`config.mk`:
```
export PLATFORM = sky130hd
export DESIGN_NAME = txd_writer
export DESIGN_NICKNAME = d
export VERILOG_FILES = /design/src/rtl/txd_pkg.sv /design/src/rtl/txd_check.sv /design/src/rtl/txd_image.sv /design/src/rtl/txd_ptrs.sv /design/src/rtl/txd_writer.sv
export SDC_FILE = /design/constraint.sdc
export NUM_CORES = 2
export LEC_CHECK = 0
export ABC_AREA = 0
export BUFFER_PORTS_ARGS = -buffer_cell sky130_fd_sc_hd__buf_2
export CORE_AREA = 5 5 415 417
export CTS_BUF_LIST = sky130_fd_sc_hd__clkbuf_2
export DETAILED_ROUTE_END_ITERATION = 8
export DIE_AREA = 0 0 420 422
export GPL_TIMING_DRIVEN = 0
export SKIP_LAST_GASP = 1
export SYNTH_ARGS = -nofsm -noshare
export SYNTH_HDL_FRONTEND = slang
export SYNTH_SLANG_ARGS = --single-unit
```
`constraint.sdc`:
```
create_clock -name clk -period 28.9 [get_ports clk]
set_clock_uncertainty 0.15 [all_clocks]
set_input_delay 5.78 -clock clk [delete_from_list [all_inputs] [get_ports clk]]
set_output_delay 5.78 -clock clk [all_outputs]
set_load 0.05 [all_outputs]
```
`src/rtl/txd_pkg.sv`:
```
package txd_pkg;
  typedef enum logic [2:0] {
    ST_IDLE,
    ST_DESC,
    ST_CNT,
    ST_MIRR,
    ST_FIN
  } txd_state_e;

  localparam int DESC_BYTES  = 128;
  localparam int HDR_BYTES   = 4;
  localparam int ENT_BYTES   = 6;
  localparam int CNT_STRIDE  = 1024;
  localparam int MIRROR_SPAN = 64;
  localparam int LEN_LIMIT   = 4092;
  localparam int FRAME_LIMIT = 8192;
endpackage

```
`src/rtl/txd_check.sv`:
```
module txd_check
  import txd_pkg::*;
#(
  parameter int NB  = 20,
  parameter int LW  = 12,
  parameter int NBW = 6
) (
  input  logic [NBW-1:0]  nbuf,
  input  logic [NB*2-1:0] align,
  input  logic [NB*LW-1:0] len,
  input  logic            ring_full,
  output logic            bad,
  output logic [15:0]     total
);
  localparam int SW = LW + $clog2(NB + 1);

  logic [NB-1:0] ent_bad;
  logic [SW-1:0] part [NB];
  logic [SW-1:0] acc;

  for (genvar i = 0; i < NB; i++) begin : g_ent
    logic used;
    assign used       = nbuf > NBW'(i);
    assign ent_bad[i] = used && ((len[i*LW +: LW] >= LW'(LEN_LIMIT)) ||
                                 (align[i*2 +: 2] != 2'b00));
    assign part[i]    = used ? SW'(len[i*LW +: LW]) : '0;
  end

  always_comb begin
    acc = '0;
    for (int i = 0; i < NB; i++) acc = acc + part[i];
    total = acc[15:0];
    bad   = (nbuf == '0) || (nbuf > NBW'(NB)) || (|ent_bad) ||
            (acc > SW'(FRAME_LIMIT)) || ring_full;
  end
endmodule

```
`src/rtl/txd_image.sv`:
```
module txd_image
  import txd_pkg::*;
#(
  parameter int NB  = 20,
  parameter int AW  = 36,
  parameter int LW  = 12,
  parameter int NBW = 6,
  parameter int WW  = 5
) (
  input  logic [NBW-1:0]   nbuf,
  input  logic [NB*AW-1:0] addr,
  input  logic [NB*LW-1:0] len,
  input  logic [WW-1:0]    widx,
  output logic [31:0]      word
);
  localparam int IMG_W = DESC_BYTES * 8;

  logic [IMG_W-1:0] img;

  always_comb begin
    img = '0;
    img[8*3 +: 8] = 8'(nbuf);
    for (int i = 0; i < NB; i++) begin
      if (nbuf > NBW'(i)) begin
        img[8*(HDR_BYTES + ENT_BYTES*i) +: 32]      = addr[i*AW +: 32];
        img[8*(HDR_BYTES + ENT_BYTES*i) + 32 +: 16] =
          {len[i*LW +: LW], addr[i*AW + 32 +: AW - 32]};
      end
    end
  end

  assign word = img[{widx, 5'b00000} +: 32];
endmodule

```
`src/rtl/txd_ptrs.sv`:
```
module txd_ptrs #(
  parameter int NQ = 16,
  parameter int QW = 4,
  parameter int IW = 8
) (
  input  logic          clk,
  input  logic          rst,
  input  logic          adv,
  input  logic [QW-1:0] adv_q,
  input  logic          rd_we,
  input  logic [QW-1:0] rd_q,
  input  logic [IW-1:0] rd_val,
  input  logic [QW-1:0] sel_q,
  output logic [IW-1:0] sel_wr,
  output logic [NQ-1:0] full
);
  logic [IW-1:0] wr_arr [NQ];

  for (genvar g = 0; g < NQ; g++) begin : g_ring
    logic [IW-1:0] wr_q, rd_q_r;
    always_ff @(posedge clk) begin
      if (rst) begin
        wr_q   <= '0;
        rd_q_r <= '0;
      end else begin
        if (adv && adv_q == QW'(g)) wr_q <= wr_q + 1'b1;
        if (rd_we && rd_q == QW'(g)) rd_q_r <= rd_val;
      end
    end
    assign wr_arr[g] = wr_q;
    assign full[g]   = (wr_q - rd_q_r) == {IW{1'b1}};
  end

  assign sel_wr = wr_arr[sel_q];
endmodule

```
`src/rtl/txd_writer.sv`:
```
module txd_writer
  import txd_pkg::*;
#(
  parameter int          NQ        = 16,
  parameter int          RING      = 256,
  parameter int          NB        = 20,
  parameter int          AW        = 36,
  parameter int          LW        = 12,
  parameter int          MAW       = 32,
  parameter logic [31:0] DESC_BASE = 32'h0010_0000,
  parameter logic [31:0] CNT_BASE  = 32'h0000_0000
) (
  input  logic             clk,
  input  logic             rst,
  input  logic             req_valid,
  output logic             req_ready,
  input  logic [$clog2(NQ)-1:0]   req_queue,
  input  logic [5:0]       req_nbuf,
  input  logic [NB*AW-1:0] req_addr,
  input  logic [NB*LW-1:0] req_len,
  input  logic             rd_we,
  input  logic [$clog2(NQ)-1:0]   rd_queue,
  input  logic [$clog2(RING)-1:0] rd_ptr,
  output logic [NQ-1:0]    q_full,
  output logic             done,
  output logic             done_err,
  output logic             mem_we,
  output logic [3:0]       mem_be,
  output logic [MAW-1:0]   mem_addr,
  output logic [31:0]      mem_data
);
  localparam int QW    = $clog2(NQ);
  localparam int IW    = $clog2(RING);
  localparam int NBW   = 6;
  localparam int WORDS = DESC_BYTES / 4;
  localparam int WW    = $clog2(WORDS);
  localparam int DW    = $clog2(DESC_BYTES);

  txd_state_e        state;
  logic [QW-1:0]     q_r;
  logic [IW-1:0]     idx_r;
  logic [NBW-1:0]    nbuf_r;
  logic [NB*AW-1:0]  addr_r;
  logic [NB*LW-1:0]  len_r;
  logic [15:0]       total_r;
  logic [WW-1:0]     widx_r;

  logic [NB*2-1:0]   align;
  logic              bad;
  logic [15:0]       total;
  logic [IW-1:0]     sel_wr;
  logic [31:0]       word;
  logic              accept;
  logic              adv;
  logic [IW:0]       ent_main, ent_mirr;

  for (genvar i = 0; i < NB; i++) begin : g_align
    assign align[i*2 +: 2] = req_addr[i*AW +: 2];
  end

  assign req_ready = (state == ST_IDLE);
  assign accept    = req_valid && req_ready;
  assign adv       = (state == ST_FIN);
  assign ent_main  = {1'b0, idx_r};
  assign ent_mirr  = ent_main + (IW+1)'(RING);

  txd_check #(.NB(NB), .LW(LW), .NBW(NBW)) u_check (
    .nbuf     (req_nbuf),
    .align    (align),
    .len      (req_len),
    .ring_full(q_full[req_queue]),
    .bad      (bad),
    .total    (total)
  );

  txd_ptrs #(.NQ(NQ), .QW(QW), .IW(IW)) u_ptrs (
    .clk   (clk),
    .rst   (rst),
    .adv   (adv),
    .adv_q (q_r),
    .rd_we (rd_we),
    .rd_q  (rd_queue),
    .rd_val(rd_ptr),
    .sel_q (req_queue),
    .sel_wr(sel_wr),
    .full  (q_full)
  );

  txd_image #(.NB(NB), .AW(AW), .LW(LW), .NBW(NBW), .WW(WW)) u_image (
    .nbuf(nbuf_r),
    .addr(addr_r),
    .len (len_r),
    .widx(widx_r),
    .word(word)
  );

  function automatic logic [MAW-1:0] cnt_addr(input logic [QW-1:0] q,
                                              input logic [IW:0] e);
    return MAW'(CNT_BASE) + MAW'(q) * MAW'(CNT_STRIDE) +
           (MAW'(e >> 1) << 2);
  endfunction

  always_ff @(posedge clk) begin
    if (rst) begin
      state    <= ST_IDLE;
      q_r      <= '0;
      idx_r    <= '0;
      nbuf_r   <= '0;
      addr_r   <= '0;
      len_r    <= '0;
      total_r  <= '0;
      widx_r   <= '0;
      done     <= 1'b0;
      done_err <= 1'b0;
      mem_we   <= 1'b0;
      mem_be   <= '0;
      mem_addr <= '0;
      mem_data <= '0;
    end else begin
      mem_we <= 1'b0;
      done   <= 1'b0;
      unique case (state)
        ST_IDLE: begin
          if (accept) begin
            if (bad) begin
              done     <= 1'b1;
              done_err <= 1'b1;
            end else begin
              q_r     <= req_queue;
              idx_r   <= sel_wr;
              nbuf_r  <= req_nbuf;
              addr_r  <= req_addr;
              len_r   <= req_len;
              total_r <= total;
              widx_r  <= '0;
              state   <= ST_DESC;
            end
          end
        end
        ST_DESC: begin
          mem_we   <= 1'b1;
          mem_be   <= 4'hF;
          mem_addr <= MAW'(DESC_BASE) +
                      (MAW'(q_r) << (IW + DW)) +
                      (MAW'(idx_r) << DW) +
                      (MAW'(widx_r) << 2);
          mem_data <= word;
          widx_r   <= widx_r + 1'b1;
          if (widx_r == WW'(WORDS - 1)) state <= ST_CNT;
        end
        ST_CNT: begin
          mem_we   <= 1'b1;
          mem_be   <= ent_main[0] ? 4'hC : 4'h3;
          mem_addr <= cnt_addr(q_r, ent_main);
          mem_data <= ent_main[0] ? {total_r, 16'h0000} : {16'h0000, total_r};
          state    <= (idx_r < IW'(MIRROR_SPAN)) ? ST_MIRR : ST_FIN;
        end
        ST_MIRR: begin
          mem_we   <= 1'b1;
          mem_be   <= ent_mirr[0] ? 4'hC : 4'h3;
          mem_addr <= cnt_addr(q_r, ent_mirr);
          mem_data <= ent_mirr[0] ? {total_r, 16'h0000} : {16'h0000, total_r};
          state    <= ST_FIN;
        end
        ST_FIN: begin
          done     <= 1'b1;
          done_err <= 1'b0;
          state    <= ST_IDLE;
        end
        default: state <= ST_IDLE;
      endcase
    end
  end
endmodule

```
==> results by group <==
STA
  • Hold slack: 0.3250 ns
  • Highest clock rate: 0.06232 GHz
  • Period utilisation layout: 55.52%
  • Slew margin rel.: -11.31%
  • Slew @ Worst Pin: 1.670 ns
  • Fin. Hold Viols: 0
  • Final min period: 16.05 ns
  • Fin. max-slew vios: 115
  • Final setup fails: 0
  • RSZ-0062 raised after global routing: false
  • Final TNS setup: 0 ns

Place
  • Routability cong.: 1.108
  • Area post-placement: 79690 sq um
  • DPL Wire Length: 362900 um
  • IO Port Bufs: 1053

Global routing
  • Initial antenna violation count: 112
  • Largest net degree at the start of global routing: 17
  • Total gr overflow: 0
  • GRT Overall Usage: 47.91%
  • Vias in the first global route: 75630
  • First-pass GRT wire length: 593400 um

Synthesis
  • Syn Inst Count: 8731
  • FF+latch count, synth: 1313
  • Syn_area_per_cell: 8.185 sq um
  • Post-Syn Area: 71470 sq um
  • Synth Warn #: 0
  • Post-synth EDFFs: 0
  • Synth cell types: 81
  • Area leader, netlist: dfxtp_1
  • Most used DFF post-synth: dfxtp_1
  • Post-synth top area share: 36.78%
  • Top cells by area, synth: dfxtp_1 37%, a21oi_1 8.2%, nand3_1 7.4%
  • Sequential area share after synthesis: 36.78%
  • Synth async-reset ratio: 0%

Setup path
  • Startpoint types: input port
  • Worst path top cell family by delay: adder cells
  • Slowest Stage Delay on Critical Path: 1.15 ns
  • CP max-delay cell: nor4b_2
  • Req. time, crit path: 30.59 ns
  • CP Capture Type: flop
  • Crit Path Category: in2reg
  • Cell mode on critical path: fa_1
  • CP Buf/Inv Count: 11
  • Crit path launch: req_nbuf[2]
  • Arr. time, crit path: 17.74 ns
  • Critical Path Fanout Max: 10
  • FF-to-FF Start: widx_r[0]

Floorplan
  • I/O pin count: 1074
  • Core Area: 168300 sq um
  • Die area: 177200 sq um
  • Starting density of the core: 42.45%
  • Die Y-Extent: 422 um
  • Die width: 420 um
  • Row count: 151

CTS
  • # clock sinks: 1313
  • Worst-skew pair later-pin latency: 1.99 ns
  • CTS clk-pin slew, worst paths: 0.10 ns
  • CTS tree: built
  • Post-CTS Hold Buffers: 0
  • Post-CTS setup buffer count: 0
  • Root buffer cell: clkbuf_2
  • Cts repair resizes: 0
  • CTS H-tree lvls: 5
  • CTS max path bufs: 4
  • CTS Buf Count: 375

Detailed routing
  • Final wirelength: 445900 um
  • 1st-iter DRT viols: 11347
  • Post-DR vias/cell: 6.429
  • Detailed-route via count: 81769
  • WL per Instance: 35.06 um
  • DRC Markers: 0
  • Detailed Routing Iterations Pass 1: 8
  • DRT antenna net count: 0

Layout
  • Highest-count cells in the layout ignoring fill and taps: 1313 x dfxtp_1, 1173 x a21oi_1, 1167 x buf_2
  • Multi-input logic area: 40170 sq um
  • Leading cell type in the layout, fill and taps excluded: dfxtp_1
  • Share of layout cells above drive strength 1: 18.13%
  • Final net count: 11563
  • Register area: 26290 sq um
  • Final instance area: 82940 sq um
  • Layout fillers: 17239
  • Area grow syn2layout: 16.05%

Power and ir drop
  • Combinational Power Share: 59.5%
  • Int Pwr: 0.004047 W
  • NetSw: 0.003854 W
  • Sw Share: 48.78%
  • Leak Pwr: 30.75 nW
  • PwrDens: 95.28 nW/um^2
  • Worst vdd rail ir drop: 0.0004948 V
  • Clock share of power: 17.6%
  • Seq pwr share: 22.9%

Hold path
  • HP Class: reg2reg
  • Hold path start: addr_r[629]

Run status
  • Status: finished with violations
  • Violated checks: capacitance limit, slew limit

Run
  • Max-Cap Viols: 15
-- state kept, by name, summed over array words and instances (netlist names), 6 cells and up --
name,flops
addr_r,720
nbuf_r,6
u_ptrs.g_ring.wr_q,128
total_r,16
idx_r,8
mem_addr,18
len_r,240
u_ptrs.g_ring.rd_q_r,128
mem_data,32
-- power by group through the flow --
stage	clock network [W]	registers, W	logic [W]
2_1_floorplan	0	0.00185	0.00303
3_3_place_gp	0	0.00185	0.00453
3_5_place_dp	0	0.00185	0.00454
4_1_cts	0.00138	0.00181	0.00457
5_1_grt	0.00148	0.00181	0.00510
6_report	0.00139	0.00181	0.00470
-- layer usage --
layer | GRT usage (%) | wire [um] | vias up
met5 | 0 | 220 | -
met4 | 36.86 | 41470 | 38
met3 | 15.54 | 54710 | 1492
met2 | 67.97 | 181800 | 5933
met1 | 59.92 | 167700 | 39823
li1 | - | - | 34483
-- synthesized netlist by cell type, types with 32 or more instances --
master    instances
or3_1            37
o21ai_1         401
and2_1           83
buf_1            59
mux2_2           32
a21oi_1        1173
o211ai_1         32
mux2i_1         232
mux4_2           40
buf_6            46
a22oi_1         137
o21ai_0         749
inv_1           369
nor3_1           48
clkbuf_1        609
xor2_1          111
nand4_1          94
nor2_1          420
a221oi_1        157
nand3_1        1050
xnor2_1          85
a22o_1           45
nor4_1           34
dfxtp_1        1313
buf_2           105
fa_1            226
ha_1            164
nand2_1         444
-- worst reg2reg max path: stages (launching register included) --
cell	delay, ns
dfxtp_1	0.35
clkbuf_1	1.19
buf_1	1.00
clkbuf_2	0.88
buf_1	1.15
mux2i_1	0.21
o21ai_0	1.18
a32oi_1	0.70
nand2_1	0.30
a21oi_1	0.09
nor4_1	0.25
-- cell type report --
cell class / instances / area share, %
multi-input combinational: 6223 / 48.44
sequential: 1313 / 31.69
timing repair buffer: 1066 / 6.481
buffer: 836 / 4.463
tap: 2218 / 3.346
clock buffer: 529 / 3.192
inverter: 372 / 1.684
clock inverter: 72 / 0.4330
antenna: 89 / 0.2685
-- final timing paths --
| check | to | slack (ns) | cells past startpoint |
|---|---|---|---|
| max reg2reg | mem_data[1] | 21.34 | 10 |
| min reg2reg | addr_r[629] | 0.32 | 2 |
| min | addr_r[629] | 0.32 | 2 |
| max | addr_r[7] | 12.85 | 31 |
-- stage by stage --
stage               power, W  utilization, %  setup WS [ns]  std cells
floorplan           0.004880               -          15.09       8744
global placement    0.006382           47.26          10.57      12015
detailed placement  0.006397           47.34          11.49      12026
CTS                 0.007765           49.12          13.58      12627
global route        0.008387           49.20          12.76      12675
finish              0.007902           49.27          12.85      12718
-- logic make-up after synthesis --
| family | count (synthesis) | synth area share (%) |
|---|---|---|
| mux | 304 | 5.014 |
| fa+ha+maj | 390 | 9.202 |
| buf+inv | 1208 | 7.101 |
| compound gates | 2976 | 23.76 |
| flops | 1313 | 36.78 |
| xor+xnor | 196 | 2.402 |
| other cells | 1 | 0.005247 |
| simple gates | 2343 | 15.73 |
Power figures use the tool's default switching activity.
